===== config.mk =====
export PLATFORM = sky130hd
export DESIGN_NAME = mbox_bank
export DESIGN_NICKNAME = d
export VERILOG_FILES = /design/src/rtl/mbox_pkg.sv /design/src/rtl/mbox_rst_sync.sv /design/src/rtl/mbox_decode.sv /design/src/rtl/mbox_cell.sv /design/src/rtl/mbox_bank.sv
export SDC_FILE = /design/constraint.sdc
export NUM_CORES = 1
export LEC_CHECK = 0
export ABC_AREA = 1
export BUFFER_PORTS_ARGS = -buffer_cell sky130_fd_sc_hd__buf_2
export CORE_MARGIN = 2
export CORE_UTILIZATION = 55
export CTS_CLUSTER_SIZE = 30
export DETAILED_ROUTE_END_ITERATION = 8
export GPL_TIMING_DRIVEN = 0
export PLACE_DENSITY_LB_ADDON = 0.25
export RECOVER_POWER = 50
export SLEW_MARGIN = 20
export SYNTH_ARGS = -nofsm -noshare
export SYNTH_HDL_FRONTEND = slang
export SYNTH_SLANG_ARGS = --single-unit

===== constraint.sdc =====
create_clock -name clk -period 19.3 [get_ports clk]
set_clock_uncertainty 0.2 [all_clocks]
set_input_delay 1.93 -clock clk [delete_from_list [all_inputs] [get_ports clk]]
set_output_delay 1.93 -clock clk [all_outputs]
set_load 0.005 [all_outputs]

===== src/rtl/mbox_pkg.sv =====
package mbox_pkg;
  // Kind of a write access after decoding
  typedef enum logic [1:0] {
    ACC_NONE = 2'd0,
    ACC_SET  = 2'd1,
    ACC_CLR  = 2'd2
  } acc_kind_e;
endpackage


===== src/rtl/mbox_rst_sync.sv =====
module mbox_rst_sync (
  input  logic clk,
  input  logic rst_n,
  output logic rst_sync_n
);
  logic stage1_q;
  logic stage2_q;

  always_ff @(posedge clk or negedge rst_n) begin
    if (!rst_n) begin
      stage1_q <= 1'b0;
      stage2_q <= 1'b0;
    end else begin
      stage1_q <= 1'b1;
      stage2_q <= stage1_q;
    end
  end

  assign rst_sync_n = stage2_q;
endmodule


===== src/rtl/mbox_decode.sv =====
module mbox_decode
  import mbox_pkg::*;
#(
  parameter int ADDR_W   = 8,
  parameter int NUM_MBOX = 16,
  parameter int SET_BASE = 'h80,
  parameter int CLR_BASE = 'hC0,
  localparam int IDX_W   = $clog2(NUM_MBOX),
  localparam int SPAN    = NUM_MBOX * 4
) (
  input  logic             acc_sel,
  input  logic             acc_wr,
  input  logic [ADDR_W-1:0] acc_addr,
  output acc_kind_e        wr_kind,
  output logic             rd_hit,
  output logic [IDX_W-1:0] word_idx
);
  logic              aligned;
  logic              in_set;
  logic              in_clr;
  logic [ADDR_W-1:0] offset;

  always_comb begin
    aligned = (acc_addr[1:0] == 2'b00);
    in_set  = aligned && (int'(acc_addr) >= SET_BASE) && (int'(acc_addr) < SET_BASE + SPAN);
    in_clr  = aligned && (int'(acc_addr) >= CLR_BASE) && (int'(acc_addr) < CLR_BASE + SPAN);
    offset  = in_clr ? (acc_addr - ADDR_W'(CLR_BASE)) : (acc_addr - ADDR_W'(SET_BASE));
    word_idx = offset[IDX_W+1:2];
    rd_hit  = acc_sel && !acc_wr && (in_set || in_clr);
    wr_kind = ACC_NONE;
    if (acc_sel && acc_wr) begin
      if (in_set)      wr_kind = ACC_SET;
      else if (in_clr) wr_kind = ACC_CLR;
    end
  end
endmodule


===== src/rtl/mbox_cell.sv =====
module mbox_cell #(
  parameter int DATA_W = 32
) (
  input  logic              clk,
  input  logic              rst_n,
  input  logic              set_en,
  input  logic              clr_en,
  input  logic [DATA_W-1:0] wdata,
  output logic [DATA_W-1:0] value,
  output logic              pend
);
  logic [DATA_W-1:0] value_q;
  logic [DATA_W-1:0] value_d;
  logic              upd_en;

  // next state: clear first, then OR in set bits (set wins on overlap)
  always_comb begin
    upd_en  = set_en || clr_en;
    value_d = value_q;
    if (clr_en) value_d = value_d & ~wdata;
    if (set_en) value_d = value_d | wdata;
  end

  always_ff @(posedge clk or negedge rst_n) begin
    if (!rst_n)      value_q <= '0;
    else if (upd_en) value_q <= value_d;
  end

  assign value = value_q;
  assign pend  = |value_q;

  assert_set_bits_R2: assert property (@(posedge clk) disable iff (!rst_n)
    set_en |=> ((value_q & $past(wdata)) == $past(wdata)));

  assert_clr_bits_R3: assert property (@(posedge clk) disable iff (!rst_n)
    (clr_en && !set_en) |=> ((value_q & $past(wdata)) == '0));

  assert_clr_keeps_R3: assert property (@(posedge clk) disable iff (!rst_n)
    (clr_en && !set_en) |=> ((value_q & ~$past(wdata)) == ($past(value_q) & ~$past(wdata))));

  assert_hold_R9: assert property (@(posedge clk) disable iff (!rst_n)
    (!set_en && !clr_en) |=> $stable(value_q));
endmodule


===== src/rtl/mbox_bank.sv =====
module mbox_bank
  import mbox_pkg::*;
#(
  parameter int NUM_CORES     = 4,
  parameter int MBOX_PER_CORE = 4,
  parameter int DATA_W        = 32,
  parameter int ADDR_W        = 8,
  parameter int SET_BASE      = 'h80,
  parameter int CLR_BASE      = 'hC0,
  localparam int NUM_MBOX     = NUM_CORES * MBOX_PER_CORE,
  localparam int IDX_W        = $clog2(NUM_MBOX)
) (
  input  logic              clk,
  input  logic              rst_n,
  input  logic              bus_sel,
  input  logic              bus_wr,
  input  logic [ADDR_W-1:0] bus_addr,
  input  logic [DATA_W-1:0] bus_wdata,
  output logic [DATA_W-1:0] bus_rdata,
  output logic [NUM_MBOX-1:0] mbox_pend
);
  logic             rst_sync_n;
  acc_kind_e        wr_kind;
  logic             rd_hit;
  logic [IDX_W-1:0] word_idx;
  logic [DATA_W-1:0] mb_val [NUM_MBOX];

  mbox_rst_sync u_rst (
    .clk       (clk),
    .rst_n     (rst_n),
    .rst_sync_n(rst_sync_n)
  );

  mbox_decode #(
    .ADDR_W  (ADDR_W),
    .NUM_MBOX(NUM_MBOX),
    .SET_BASE(SET_BASE),
    .CLR_BASE(CLR_BASE)
  ) u_dec (
    .acc_sel (bus_sel),
    .acc_wr  (bus_wr),
    .acc_addr(bus_addr),
    .wr_kind (wr_kind),
    .rd_hit  (rd_hit),
    .word_idx(word_idx)
  );

  for (genvar i = 0; i < NUM_MBOX; i++) begin : g_mbox
    logic hit;
    assign hit = (word_idx == IDX_W'(i));

    mbox_cell #(.DATA_W(DATA_W)) u_cell (
      .clk   (clk),
      .rst_n (rst_sync_n),
      .set_en(hit && (wr_kind == ACC_SET)),
      .clr_en(hit && (wr_kind == ACC_CLR)),
      .wdata (bus_wdata),
      .value (mb_val[i]),
      .pend  (mbox_pend[i])
    );

    assert_pend_rise_R4: assert property (@(posedge clk) disable iff (!rst_sync_n)
      $rose(mbox_pend[i]) |-> $past(bus_sel && bus_wr && (wr_kind == ACC_SET) && (word_idx == IDX_W'(i))));
  end

  always_comb begin
    bus_rdata = '0;
    if (rd_hit) bus_rdata = mb_val[word_idx];
  end

  assert_unmapped_low_R8: assert property (@(posedge clk) disable iff (!rst_sync_n)
    (bus_sel && (int'(bus_addr) < SET_BASE)) |-> ((wr_kind == ACC_NONE) && !rd_hit));

  assert_misaligned_R8: assert property (@(posedge clk) disable iff (!rst_sync_n)
    (bus_sel && (bus_addr[1:0] != 2'b00)) |-> ((wr_kind == ACC_NONE) && (bus_rdata == '0)));

  assert_read_still_R9: assert property (@(posedge clk) disable iff (!rst_sync_n)
    (bus_sel && !bus_wr) |=> $stable(mbox_pend));

  assert_reset_clear_R1: assert property (@(posedge clk)
    !rst_sync_n |-> (mbox_pend == '0));
endmodule


==> flow_summary.yaml <==
clocking:
  cts-resized-gates: 0
  clk_pin_slew_ns: 0.06
  clockBufferDepth: 3
  clkLatencyLatePin_ns: 0.63
  cts.sinks: 514
  post_cts_buffers: 0
  cts_buffers: 54
  cts_hold_buf: 0
  clockRootBuffer: "clkbuf_16"
  htreeDepth: 2
  cts_tree: "built"
worst_setup_path:
  slowest_delay_ns: 2.20
  rrSetupSlack_ns: 8.21
  crit_slowest_cell: "clkbuf_1"
  path_buf_inv: 5
  reg2regPathDepth: 5
  timing.rr.start: "u_rst.rst_sync_n"
  cp-end-kind: "asynchronous set/reset pin"
  worstPathCellList: "clkbuf_1 -> clkbuf_1 -> clkbuf_1 -> clkbuf_1 -> clkbuf_1"
  path_class: "reg2async"
  cp.arrival_ns: 11.09
  cp.required_ns: 19.30
  start_kind: "flop"
  crit_path_frequent_cell: "clkbuf_1"
  cp_top_family: "buffers and inverters"
  critPathMaxFanout: 54
die:
  die_w_um: 224
  dieHeight_um: 224
  initial_utilization_pct: 55.8
  io_pins: 92
  fp.dieArea_sq_um: 50300
  rows: 80
  core_area_sq_um: 47800
sta:
  fin_ws_ns: 8.21
  tightest_slew_ns: 3.02
  worst_hold_slack_ns: 0.150
  final-max-slew-violation-count: 511
  grt_setup_unrepaired: "no"
  final-hold-violation-count: 0
  timing.final.crit_period_ns: 11.09
  relSlewSlack_pct: -101
  finalSetupViolCount: 0
  fin_crit_sh_pct: 57.5
  fmax_mhz: 90.2
routing:
  postRouteAntennaNets: 0
  drt-pass1-iter-count: 8
  vias_per_cell: 5.83
  vias: 26800
  drt-total-wl_um: 97900
  drcViolationCount: 0
  drtIter0Drc: 3410
  wl_per_cell_um: 21.3
synthesis:
  synth_edf_count: 0
  yosys_warnings: 0
  synth_cells: 3816
  synth_area_sq_um: 26700
  synth_area_per_cell_sq_um: 7.00
  yosys-top-cells-count: "nand2_1, nor2_1, dfrtp_1"
  yosysTopAreaCell: "dfrtp_1"
  yosysSeqAreaShare_pct: 48.2
  synth-async-reset-ratio_pct: 100
  synth_area_leaders: "dfrtp_1, nand2_1, nor2_1"
  synth-seq-cells: 514
  syn-num-nets: 3860
  synth_ff_type: "dfrtp_1"
  synth_top_cell_area_share_pct: 48.2
  synth.distinct_cells: 24
  yosysMostFrequentCell: "nand2_1"
placed_design:
  gp_congestion: 1.00
  hpwl_um: 74300
  dp_cells: 4500
  post-place-ws_ns: 12.20
  port_buffers: 58
  place_area_sq_um: 28000
global_routing:
  grt_pass1_vias: 25000
  gr-usage-all-layers_pct: 38.8
  grt_pass1_wl_um: 147000
  grt_overflow: 0
  grt_antenna_before_repair: 0
  grt_max_degree: 57
final_layout:
  stdcell_count: 4602
  final_nets: 3985
  areaGrowthSynthToFinish_pct: 10.6
  fin_area_sq_um: 29500
  drive_above_1_share_pct: 6.77
  postLayoutCoreUtil_pct: 61.7
  n_antenna_cell: 0
pwr:
  vdd_drop_max_mv: 0.0794
  powerDensity_nw_per_um2: 85.1
  p_leak_nw: 17.1
worst_hold_path:
  hold_depth: 0
  worstHoldStart: "u_rst.stage1_q"
  hold_class: "reg2reg"
  holdPathEnd: "u_rst.rst_sync_n"
outcome:
  status: "finished, violations left"
  violations: "max-capacitance violations, max-slew violations"
job:
  maxCapViolCount: 11
-- metal layers --
metal / global-route usage (%) / vias to the layer above / routed length [um]
met5: 0 / - / 0
met4: 21.2 / 0 / 6040
met3: 8.32 / 285 / 10700
met2: 60.9 / 1508 / 44100
met1: 50.5 / 12700 / 37100
li1: - / 12400 / -
-- worst max path at each step --
stage                     start                          to  cells past startpoint
3_3_place_gp   u_rst.rst_sync_n  asynchronous set/reset pin                      0
2_1_floorplan  u_rst.rst_sync_n  asynchronous set/reset pin                      0
5_1_grt        u_rst.rst_sync_n  asynchronous set/reset pin                      5
6_report       u_rst.rst_sync_n  asynchronous set/reset pin                      5
4_1_cts             bus_addr[1]               bus_rdata[16]                      8
3_5_place_dp        bus_addr[1]               bus_rdata[16]                      8
-- area by class of cell --
| cell class | count | area, sq um |
|---|---|---|
| flip-flops and latches | 514 | 12900 |
| inverters | 83 | 312 |
| fillers | 4496 | 18300 |
| multi-input cells | 2937 | 12300 |
| clock inverters | 23 | 211 |
| clock buffers | 79 | 1530 |
| well taps | 615 | 769 |
| repair buffers | 69 | 330 |
| plain buffers | 282 | 1230 |
-- cells in the final DEF, fill, tap and decap left out, types with 3 or more instances in the layout --
| master | Yosys | final |
|---|---|---|
| buf_1 | 19 | 19 |
| buf_2 | 74 | 131 |
| buf_4 | 22 | 21 |
| bufinv_16 | 0 | 3 |
| clkbuf_1 | 167 | 195 |
| clkbuf_16 | 0 | 54 |
| clkbuf_8 | 0 | 8 |
| clkinv_2 | 0 | 16 |
| dfrtp_1 | 514 | 514 |
| inv_1 | 74 | 74 |
| inv_2 | 8 | 8 |
| nand2_1 | 1460 | 1460 |
| nand2_4 | 3 | 3 |
| nand3_1 | 48 | 48 |
| nand4_1 | 10 | 10 |
| nor2_1 | 743 | 744 |
| nor3_2 | 6 | 6 |
| nor3_4 | 10 | 10 |
| nor4_1 | 128 | 128 |
| o21ai_0 | 407 | 407 |
| o21ai_1 | 115 | 115 |
-- per-stage QoR --
step / power, mW / setup TNS (ns)
finish: 2.51 / 0
floorplan: 1.34 / 0
detailed placement: 1.48 / 0
global route: 2.59 / 0
global placement: 1.47 / -1252.34
CTS: 2.51 / 0
-- cells by family after synthesis --
| logic type | count (synthesis) | synth area share [%] |
|---|---|---|
| and+or+nand+nor | 2414 | 36.2 |
| AOI/OAI and AO/OA | 522 | 9.79 |
| DFF | 514 | 48.2 |
| buffers and inverters | 365 | 5.79 |
| other | 1 | 0.0140 |
-- report_power, final --
part	leakage [nW]	internal, mW	switching, mW
clock	0.864	0.589	0.462
sequential	7.13	1.11	0.0259
combinational	9.10	0.0958	0.234
-- worst reg2reg max path, delay by kind of cell, from the launching register on --
| family | cells | cell delay (ns) |
|---|---|---|
| buffers and inverters | 5 | 9.47 |
| DFF | 1 | 0.94 |
(Power assumes the default switching activity.)
